[src/rtl/trig_pkg.sv]
// Shared constants, types and the event-slot mapping for the trigger
// vector controller. Assumes pins are grouped four to an enable register.
package trig_pkg;

    localparam int VEC_W   = 11;   // vector number width
    localparam int POI_VEC = 32;   // power-on initialization vector
    localparam int GRP     = 4;    // pins per enable register

    typedef enum logic [1:0] {
        SRC_NONE = 2'd0,
        SRC_POI  = 2'd1,
        SRC_TRIG = 2'd2,
        SRC_JUMP = 2'd3
    } src_e;

    // Event slot of a pin edge. The slot equals both the enable bit index
    // in the concatenated enable registers and the vector number.
    function automatic int evt_slot(input int pin, input bit rise);
        return (pin / GRP) * 2 * GRP + (rise ? GRP : 0) + (pin % GRP);
    endfunction

endpackage

[src/rtl/trig_debounce.sv]
// One-pin synchronizer, debounce filter and edge detector.
// Assumes SYNC_STAGES >= 2 and lim_i >= 2. The idle (released) level is 1.
module trig_debounce #(
    parameter int CNT_W       = 18,
    parameter int SYNC_STAGES = 2
) (
    input  logic             clk,
    input  logic             rst_n,
    input  logic             pin_n_i,
    input  logic [CNT_W-1:0] lim_i,
    output logic             fall_o,
    output logic             rise_o
);

    logic [SYNC_STAGES-1:0] sync_q;
    logic [CNT_W-1:0]       cnt_q;
    logic                   lvl_q;
    logic                   lvl_d_q;

    // Bring the asynchronous pin into the clock domain.
    always_ff @(posedge clk) begin
        if (!rst_n) sync_q <= '1;
        else        sync_q <= {sync_q[SYNC_STAGES-2:0], pin_n_i};
    end

    // Accept a new level after it has differed for lim_i samples in a row.
    always_ff @(posedge clk) begin
        if (!rst_n) begin
            cnt_q <= '0;
            lvl_q <= 1'b1;
        end else if (sync_q[SYNC_STAGES-1] == lvl_q) begin
            cnt_q <= '0;
        end else if (cnt_q >= lim_i - CNT_W'(1)) begin
            cnt_q <= '0;
            lvl_q <= sync_q[SYNC_STAGES-1];
        end else begin
            cnt_q <= cnt_q + CNT_W'(1);
        end
    end

    // Keep the previous accepted level for edge detection.
    always_ff @(posedge clk) begin
        if (!rst_n) lvl_d_q <= 1'b1;
        else        lvl_d_q <= lvl_q;
    end

    assign fall_o = lvl_d_q & ~lvl_q;
    assign rise_o = ~lvl_d_q & lvl_q;

endmodule

[src/rtl/trig_pend.sv]
// Pending-event flags, one per event slot. An edge sets its flag only while
// its enable is 1. A grant clears the flag, and a cleared enable drops it.
module trig_pend #(
    parameter int NEVT = 16
) (
    input  logic            clk,
    input  logic            rst_n,
    input  logic [NEVT-1:0] set_i,
    input  logic [NEVT-1:0] en_i,
    input  logic [NEVT-1:0] clr_i,
    output logic [NEVT-1:0] pend_o
);

    logic [NEVT-1:0] pend_q;

    // Latch enabled edges, drop granted or disabled ones.
    always_ff @(posedge clk) begin
        if (!rst_n) pend_q <= '0;
        else        pend_q <= ((pend_q & ~clr_i) | set_i) & en_i;
    end

    assign pend_o = pend_q;

endmodule

[src/rtl/trig_pick.sv]
// Fixed-priority selector: power-on first, then trigger events by ascending
// pin with falling before rising, then the software jump. Purely combinational.
module trig_pick
    import trig_pkg::*;
#(
    parameter int NPINS = 8
) (
    input  logic               poi_i,
    input  logic [2*NPINS-1:0] pend_i,
    input  logic               jump_i,
    input  logic [VEC_W-1:0]   jump_vec_i,
    output src_e               src_o,
    output logic [VEC_W-1:0]   vec_o,
    output logic [2*NPINS-1:0] clr_o
);

    // Walk the priority chain and pick the first active request.
    always_comb begin
        logic hit;
        hit   = 1'b0;
        src_o = SRC_NONE;
        vec_o = '0;
        clr_o = '0;
        if (poi_i) begin
            hit   = 1'b1;
            src_o = SRC_POI;
            vec_o = VEC_W'(POI_VEC);
        end
        for (int p = 0; p < NPINS; p++) begin
            for (int r = 0; r < 2; r++) begin
                if (!hit && pend_i[evt_slot(p, r == 1)]) begin
                    hit = 1'b1;
                    src_o = SRC_TRIG;
                    vec_o = VEC_W'(evt_slot(p, r == 1));
                    clr_o[evt_slot(p, r == 1)] = 1'b1;
                end
            end
        end
        if (!hit && jump_i) begin
            src_o = SRC_JUMP;
            vec_o = jump_vec_i;
        end
    end

endmodule

[src/rtl/trig_vector_ctrl.sv]
// Edge trigger priority controller top. Debounces active-low pins, latches
// enabled edges and issues one vector per clock in fixed priority order.
// Assumes NPINS is a multiple of 4 and both debounce limits are >= 2.
module trig_vector_ctrl
    import trig_pkg::*;
#(
    parameter int NPINS       = 8,
    parameter int DEB_SHORT   = 1200,
    parameter int DEB_LONG    = 150000,
    parameter int SYNC_STAGES = 2
) (
    input  logic                 clk,
    input  logic                 rst_n,
    input  logic [NPINS-1:0]     trig_n_i,
    input  logic                 deb_long_i,
    input  logic [NPINS/4-1:0]   en_wr_i,
    input  logic [7:0]           en_wdata_i,
    input  logic                 poi_req_i,
    input  logic                 jump_req_i,
    input  logic [VEC_W-1:0]     jump_vec_i,
    output logic                 vec_valid_o,
    output logic [VEC_W-1:0]     vec_o
);

    localparam int NREG  = NPINS / GRP;
    localparam int NEVT  = 2 * NPINS;
    localparam int CNT_W = $clog2(DEB_LONG + 1);

    logic [NEVT-1:0]  en_q;
    logic [NEVT-1:0]  set_evt;
    logic [NEVT-1:0]  pend_q;
    logic [NEVT-1:0]  clr_evt;
    logic [CNT_W-1:0] lim;
    logic             poi_pend_q;
    logic             jump_pend_q;
    logic [VEC_W-1:0] jump_vec_q;
    logic             gnt_trig_q;
    src_e             pick_src;
    logic [VEC_W-1:0] pick_vec;

    assign lim = deb_long_i ? CNT_W'(DEB_LONG) : CNT_W'(DEB_SHORT);

    // One enable register per group of four pins.
    for (genvar g = 0; g < NREG; g++) begin : g_en
        // Load the register on its write strobe.
        always_ff @(posedge clk) begin
            if (!rst_n)          en_q[g*8 +: 8] <= 8'hFF;
            else if (en_wr_i[g]) en_q[g*8 +: 8] <= en_wdata_i;
        end
    end

    // One debounce and edge detector per pin, mapped onto event slots.
    for (genvar p = 0; p < NPINS; p++) begin : g_pin
        logic fall, rise;
        trig_debounce #(
            .CNT_W      (CNT_W),
            .SYNC_STAGES(SYNC_STAGES)
        ) u_deb (
            .clk    (clk),
            .rst_n  (rst_n),
            .pin_n_i(trig_n_i[p]),
            .lim_i  (lim),
            .fall_o (fall),
            .rise_o (rise)
        );
        assign set_evt[evt_slot(p, 1'b0)] = fall;
        assign set_evt[evt_slot(p, 1'b1)] = rise;
    end

    trig_pend #(.NEVT(NEVT)) u_pend (
        .clk   (clk),
        .rst_n (rst_n),
        .set_i (set_evt),
        .en_i  (en_q),
        .clr_i (clr_evt),
        .pend_o(pend_q)
    );

    trig_pick #(.NPINS(NPINS)) u_pick (
        .poi_i     (poi_pend_q),
        .pend_i    (pend_q & en_q),
        .jump_i    (jump_pend_q),
        .jump_vec_i(jump_vec_q),
        .src_o     (pick_src),
        .vec_o     (pick_vec),
        .clr_o     (clr_evt)
    );

    // Power-on request: pending out of reset, re-armed by the request pulse.
    always_ff @(posedge clk) begin
        if (!rst_n)                  poi_pend_q <= 1'b1;
        else if (poi_req_i)          poi_pend_q <= 1'b1;
        else if (pick_src == SRC_POI) poi_pend_q <= 1'b0;
    end

    // Software jump request with its captured vector.
    always_ff @(posedge clk) begin
        if (!rst_n) begin
            jump_pend_q <= 1'b0;
            jump_vec_q  <= '0;
        end else if (jump_req_i) begin
            jump_pend_q <= 1'b1;
            jump_vec_q  <= jump_vec_i;
        end else if (pick_src == SRC_JUMP) begin
            jump_pend_q <= 1'b0;
        end
    end

    // Register the granted vector and its strobe.
    always_ff @(posedge clk) begin
        if (!rst_n) begin
            vec_valid_o <= 1'b0;
            vec_o       <= '0;
            gnt_trig_q  <= 1'b0;
        end else begin
            vec_valid_o <= (pick_src != SRC_NONE);
            gnt_trig_q  <= (pick_src == SRC_TRIG);
            if (pick_src != SRC_NONE) vec_o <= pick_vec;
        end
    end

endmodule

[config.mk]
export PLATFORM = sky130hd
export DESIGN_NAME = trig_vector_ctrl
export DESIGN_NICKNAME = d
export VERILOG_FILES = /design/src/rtl/trig_pkg.sv /design/src/rtl/trig_debounce.sv /design/src/rtl/trig_pend.sv /design/src/rtl/trig_pick.sv /design/src/rtl/trig_vector_ctrl.sv
export SDC_FILE = /design/constraint.sdc
export NUM_CORES = 1
export LEC_CHECK = 0
export CORE_UTILIZATION = 55
export DETAILED_ROUTE_END_ITERATION = 8
export DONT_BUFFER_PORTS = 1
export PLACE_DENSITY = 0.7
export SLEW_MARGIN = 30
export SYNTH_ARGS = -nofsm -noshare
export SYNTH_HDL_FRONTEND = slang
export SYNTH_HIERARCHICAL = 1
export SYNTH_SLANG_ARGS = --single-unit
[constraint.sdc]
create_clock -name clk -period 9.2 [get_ports clk]
set_input_delay 1.84 -clock clk [delete_from_list [all_inputs] [get_ports clk]]
set_output_delay 1.84 -clock clk [all_outputs]
set_load 0.005 [all_outputs]
==> results of run 1 <==
==> report_power, final <==
group | leakage [nW] | total [W] | internal, W | switching, W
Clock | 0.467 | 0.00115 | 0.000724 | 0.000425
Combinational | 5.02 | 0.000160 | 0.0000677 | 0.0000922
Sequential | 1.89 | 0.00103 | 0.00102 | 0.00000991
Total | 7.37 | 0.00234 | 0.00181 | 0.000527
==> cell usage in the layout (no fill, tap or decap), drive strengths merged, types with 8 or more instances in the layout <==
cell,synthesis,routed
and3,32,32
a211oi,13,13
or4,21,21
mux2,8,8
nand2b,48,48
inv,44,45
o211a,16,16
and2,36,36
ha,160,160
a21oi,58,58
nor2b,41,41
a21o,18,18
o211ai,11,11
o21ai,25,25
xor2,134,134
nand3,77,77
nand4,57,57
mux2i,27,27
and4,22,22
xnor2,124,124
conb,2,288
nor3,56,56
or3,11,11
dfxtp,233,233
nor2,244,244
clkbuf,9,35
nand2,124,124
nor4,24,24
==> final timing paths <==
path                                             from                                   to  slack (ns)
hold reg to reg   g_pin[5].u_deb/sync_q[0]$_SDFF_PN1_  g_pin[5].u_deb/sync_q[1]$_SDFF_PN1_        0.41
setup / recovery                           deb_long_i   g_pin[6].u_deb/cnt_q[4]$_SDFF_PP0_        5.09
hold / removal    g_pin[5].u_deb/sync_q[0]$_SDFF_PN1_  g_pin[5].u_deb/sync_q[1]$_SDFF_PN1_        0.41
setup reg to reg                 en_q[2]$_SDFFE_PN1P_               vec_o[10]$_SDFFE_PN0P_        6.01
==> cell type report <==
class	instances	area, µm²	share of cell area, %
Clock buffer	35	726	4.11
Clock inverter	14	230	1.30
Inverter	44	165	0.935
Multi-Input combinational cell	1715	11400	64.6
Sequential cell	233	4660	26.4
Tap cell	372	465	2.64
Timing Repair Buffer	1	7.51	0.0425
==> registers in the layout (all words and copies together) (netlist names) <==
register             flops
en_q                    16
g_pin.u_deb/cnt_q      144
g_pin.u_deb/lvl_d_q      8
g_pin.u_deb/lvl_q        8
g_pin.u_deb/sync_q      16
jump_pend_q              1
jump_vec_q              11
poi_pend_q               1
u_pend/pend_o           16
vec_o                   11
vec_valid_o              1
==> layer usage <==
metal,wire length (µm),share of wire (%),track usage (%),up-vias
met5,0,0,0,-
met3,1270,4.2,4.12,51
met1,14200,47,27.5,5382
met2,13700,46,36.9,143
li1,-,-,-,6374
met4,756,2.5,6.01,0
==> cells by family after synthesis <==
logic type / count (synthesis) / share of synthesized area (%)
fa+ha+maj: 160 / 13.1
flops: 233 / 30.4
mux: 35 / 2.35
other cells: 2 / 0.0490
buf+inv: 69 / 2.24
simple gates: 809 / 29.3
compound gates: 165 / 7.80
xor+xnor: 258 / 14.7
==> metrics by stage <==
stage	power, W	utilization (%)	hold slack [ns]	instances
2_1_floorplan	0.00119	-	0.386	2017
6_report	0.00234	65.0	0.407	2414
3_3_place_gp	0.00120	61.4	0.390	2365
5_1_grt	0.00244	65.0	0.430	2414
4_1_cts	0.00236	65.0	0.411	2414
3_5_place_dp	0.00121	61.4	0.393	2365
==> impl_results.md, run 1 <==
* Outcome: complete, no violations
* Max-cap check violation count at 0
* DRT iter0 DRCs at 590
* Setup WS post-layout at 5.09 ns
* Placed Area at 16,700 µm²
* Routed WL at 30.0 mm
* First-pass GRT wire length at 51.9 mm
* WP data arrival at 4.57 ns
* RSZ-0062 raised after global routing: false
* HPWL after DPL at 22.6 mm
* Worst-path fanout max at 118
* Min-Delay Path Depth at 1
* Largest net degree at the start of global routing at 119
* Path type of the worst min-delay path: reg2reg
* Worst-Margin Slew at 0.936 ns
* Dominant cell type by area after synthesis: dfxtp_1
* Clk pin slew, worst setup/hold paths at 0.06 ns
* Synth cell count leaders: dfxtp_1, nor2_1, ha_1
* Vias in the first global route at 11,200
* Setup tns final at 0 ns
* Initial antenna violation count at 0
* Routed WL per cell at 12.4 µm
* Ys async rst share at 0%
* Vias per cell at 4.95
* CP required at 9.65 ns
* CP Launch Type: input pin
* IO Port Bufs at 0
* Post-synthesis cell type count at 73
* Fmax at 243 MHz
* Endpoints failing setup at 0
* Worst setup EP type: flop
* Top cells by area, synth: dfxtp_1, ha_1, xor2_1, xnor2_1, nor2_1
* Post-route ant nets at 0
* Crit-path cells: inv_1 > buf_4 > xor2_1 > ha_1 > a21o_1 > nand3_1 > a21oi_1 > a211oi_1 > nand4_1 > nor2_1
* Starting Density at 56.4%
* Synth Warn # at 6
* GR Util All Layers at 21.6%
* Clock Path Buffers at 3
* Nets@finish at 2,216
* Buffers & Inverters on Critical Path at 2
* Die Wd at 169 µm
* Fin crit period at 4.11 ns
* Worst Path Class, Setup: in2reg
* Drt drc at 0
* I/O Pins at 46
* Ant diodes at 0
* Worst-Skew Late Latency at 0.53 ns
* RD Place Congestion at 0.869
* Share of post-route cells with drive strength above 1 at 7.10%
* Largest delay contributor family on the critical path: simple AND/OR/NAND/NOR gates
* Height of the die at 169 µm
* Row count at 60
* Synth top area share at 30.4%
* Syn Area/Cell at 8.85 µm²
* CTS buffer count at 27
* CTS tree: built
* Period utilisation layout at 44.7%
* Synth Instances at 1,731
* Vias post-DR at 12,000
* Drt pass-1 iters at 6
* H-Tree Depth at 1
* Top_reg_cell synth: dfxtp_1
* Synth-to-Final Area Change at 15.2%
* Fill cells at 2,371
* Setup bufs post-CTS at 0
* Final instance area at 17,700 µm²
* Clock Skews at 0.0118 ns
* Slew Viols, Final at 0
* Maximum VDD drop at 0.145 mV
* Pwr dens at 133 nW/µm²
* Die Footprint at 28,500 µm²
* Most instantiated library cell after synthesis: dfxtp_1
* WP depth at 10
* Root Driver: clkbuf_16
* Pre-CTS setup slack at 4.59 ns
* Yosys reg bits at 233
* Worst R2R Path Depth at 7
* Hold_buf cts at 0
* Syn Std Cell Area at 15,300 µm²
* Seq/Total Area, Yosys at 30.4%
* Post-synth EDFFs at 0
* PostCTS Resize Cnt at 0
* CP max-delay cell: nand4_1
* Clock sinks at 233
* Leakage at 7.37 nW
* Core area at 27,200 µm²
* Gr ovfl total at 0
* CP max stage delay at 0.65 ns
* Final Hold Vio Count at 0
* Headroom to the max-slew limit at 37.0%
Power figures use the tool's default switching activity.
==> inputs of run 2 (changes only) <==
- ABC_AREA: unset -> 1
- clock period: 9.2 -> 4 ns (I/O delays scaled with it)
==> impl_results.md, run 2 <==
* DRT iter0 DRCs at 510 (-14%)
* Met2 Resource Use GR at 38.9% (+1.9 points)
* Max-cap check violation count at 0 (unchanged)
* Pwr dens at 270 nW/µm² (+100%)
* Final Hold Vio Count at 0 (unchanged)
* Most frequent cells in the layout: nand2_1, inv_1, nor2_1
* Fmax at 408 MHz
* CP Launch Type: flop
* Drt pass-1 iters at 5 (-1)
* Vias per cell at 4.59 (-7.3%)
* Endpoints failing setup at 0 (unchanged)
* Met3 usage at 2.15% (-2.0 points)
* Seq/Total Area, Yosys at 26.2% (-4.2 points)
* Worst Path Class, Setup: reg2reg
* Most common cell after layout, fill and taps aside: nand2_1
* Top_reg_cell synth: dfxtp_1
* IO Port Bufs at 0 (unchanged)
* Vias post-DR at 15,000 (+26%)
* Worst-Skew Late Latency at 0.54 ns (about the same)
* Clk pin slew, worst setup/hold paths at 0.06 ns (about the same)
* Drt drc at 0 (unchanged)
* Nets@finish at 3,049 (+38%)
* Syn Area/Cell at 6.87 µm² (-22%)
* Ys async rst share at 0% (unchanged)
* CTS buffer count at 27 (unchanged)
* Slew Viols, Final at 0 (unchanged)
* Yosys reg bits at 233 (unchanged)
* Reg-to-reg slack, setup at 1.55 ns (-4.46 ns)
* Most instantiated library cell after synthesis: nand2_1
* Maximum VDD drop at 0.282 mV (+94%)
* Row count at 65 (+8.3%)
* GR peak layer: met2
* Setup WS post-layout at 1.55 ns (-3.53 ns)
* Pre-CTS setup slack at 1.16 ns (-3.43 ns)
* Leakage at 9.39 nW (+27%)
* Worst-Margin Slew at 0.510 ns (-0.426 ns)
* Path type of the worst min-delay path: in2reg
* Syn Std Cell Area at 17,800 µm² (+16%)
* Fin crit period at 2.45 ns
* CP required at 4.43 ns (-5.22 ns)
* Height of the die at 182 µm (+7.7%)
* Setup bufs post-CTS at 0 (unchanged)
* RSZ-0062 raised after global routing: false
* CP max-delay cell: nor2_4
* Die Wd at 182 µm (+7.7%)
* Synth-to-Final Area Change at 12.4%
* Largest delay contributor family on the critical path: simple AND/OR/NAND/NOR gates
* Buffers & Inverters on Critical Path at 1 (-1)
* Die Footprint at 33,100 µm² (+16%)
* PostCTS Resize Cnt at 0 (unchanged)
* Largest register FFs at 144 (unchanged)
* Worst setup EP type: flop
* Top cells by area, synth: dfxtp_1, nand2_1, ha_1, inv_1, xor2_1
* Root Driver: clkbuf_16
* First-pass GRT wire length at 61.6 mm (+19%)
* Hold_buf cts at 0 (unchanged)
* Synth Warn # at 6 (unchanged)
* Top reg by flops: g_pin.u_deb/cnt_q
* HPWL after DPL at 26.8 mm (+18%)
* Post-synthesis cell type count at 41 (-44%)
* Clock Path Buffers at 3 (unchanged)
* Vias in the first global route at 14,200 (+26%)
* Synth Instances at 2,589 (+50%)
* Worst-path fanout max at 23 (-81%)
* Ant diodes at 0 (unchanged)
* FF-to-FF Start: en_q[1]$_SDFFE_PN1P_
* WHS at 0.343 ns (-0.0649 ns)
* H-Tree Depth at 1 (unchanged)
* Min-delay src: trig_n_i[2]
* Initial antenna violation count at 0 (unchanged)
* Routed WL per cell at 10.6 µm (-14%)
* Share of post-route cells with drive strength above 1 at 10.2% (+3.1 points)
* Headroom to the max-slew limit at 65.7% (+29 points)
* Outcome: complete, no violations
* Met1 Track Usage GR at 27.9% (+0.33 points)
* Largest net degree at the start of global routing at 114 (-4.2%)
* Final core utilization at 63.1% (-1.9 points)
* Dominant cell type by area after synthesis: dfxtp_1
* Worst Setup SP: en_q[1]$_SDFFE_PN1P_
* Setup tns final at 0 ns (unchanged)
* Synth top area share at 26.2% (-4.2 points)
* Total power at 0.00540 W (+130%)
* Fill cells at 2,934 (+24%)
* Crit-path cells: nand2_1 > inv_1 > nor2_1 > nand3_2 > nor2_4 > nand4_4 > nor2_4 > nand4_4 > nor2_4 > nand3_1 > nand3_2 > nor2_1 > nand2_1 > nor2_4 > nand2_1 > nand2_1 > nor2_1
* Routed WL at 34.9 mm (+16%)
* Gr ovfl total at 0 (unchanged)
* Starting Density at 56.1% (-0.30 points)
* Clock Skews at 0.0107 ns (-0.00112 ns)
* Core area at 31,700 µm² (+17%)
* GR Util All Layers at 21.7% (+0.16 points)
* CP max stage delay at 0.44 ns (-0.21 ns)
* Period utilisation layout at 61.2%
* Post-route ant nets at 0 (unchanged)
* Clock sinks at 233 (unchanged)
* Synth cell count leaders: nand2_1, inv_1, nor2_1
* I/O Pins at 46 (unchanged)
* CTS tree: built
* RD Place Congestion at 0.840 (-3.4%)
* WP data arrival at 2.88 ns (-1.69 ns)
* Post-synth EDFFs at 0 (unchanged)
[run 2: cell types whose count changed after synthesis, moves of 36 or more]
cell      change
xnor2_1      -52
nor2_2      +102
nand2_1     +427
inv_1       +386
and2_1       -36
nand2b_1     -47
nor2b_1      -40
nand3_1      +80
nor2_1      +119
[run 2: layer usage]
| layer | wire length (µm) | share of wire (%) | vias up |
|---|---|---|---|
| met4 | 744 | 2.1 | 0 |
| met1 | 16900 | 48 | 6531 |
| met5 | 0 | 0 | - |
| li1 | - | - | 8321 |
| met3 | 856 | 2.5 | 48 |
| met2 | 16400 | 47 | 141 |
[run 2: cell families after synthesis]
logic type / count (synthesis) / synth area share [%]
and+or+nand+nor: 1379 / 36.8
buffers and inverters: 464 / 10.5
DFF: 233 / 26.2
xor gates and xnor gates: 223 / 11.0
adders and majority gates: 160 / 11.3
AOI/OAI and AO/OA: 128 / 4.20
other: 2 / 0.0422
[run 2: final timing paths]
check | endpoint | depth (start not counted)
max | vec_o[3]$_SDFFE_PN0P_ | 17
max reg2reg | vec_o[3]$_SDFFE_PN0P_ | 17
min reg2reg | g_pin[5].u_deb/sync_q[1]$_SDFF_PN1_ | 2
min | g_pin[2].u_deb/sync_q[0]$_SDFF_PN1_ | 2
[run 2: power by group]
part / internal [W] / total (W) / switching, W
clock network: 0.00155 / 0.00255 / 0.00100
registers: 0.00236 / 0.00239 / 0.0000289
logic: 0.000166 / 0.000457 / 0.000291
total: 0.00407 / 0.00540 / 0.00132
[run 2: metrics by stage]
step / instance area [µm²] / cells
2_1_floorplan: 18800 / 2844
3_3_place_gp: 19100 / 3228
3_5_place_dp: 19100 / 3228
4_1_cts: 20000 / 3278
5_1_grt: 20000 / 3278
6_report: 20000 / 3278
[run 2: area by class of cell]
class	count	area (µm²)	share of cell area (%)
Multi-Input combinational cell	2147	12200	61.1
Sequential cell	233	4660	23.3
Inverter	444	1670	8.33
Clock buffer	37	773	3.87
Tap cell	402	503	2.51
Clock inverter	13	156	0.782
Timing Repair Buffer	2	27.5	0.138
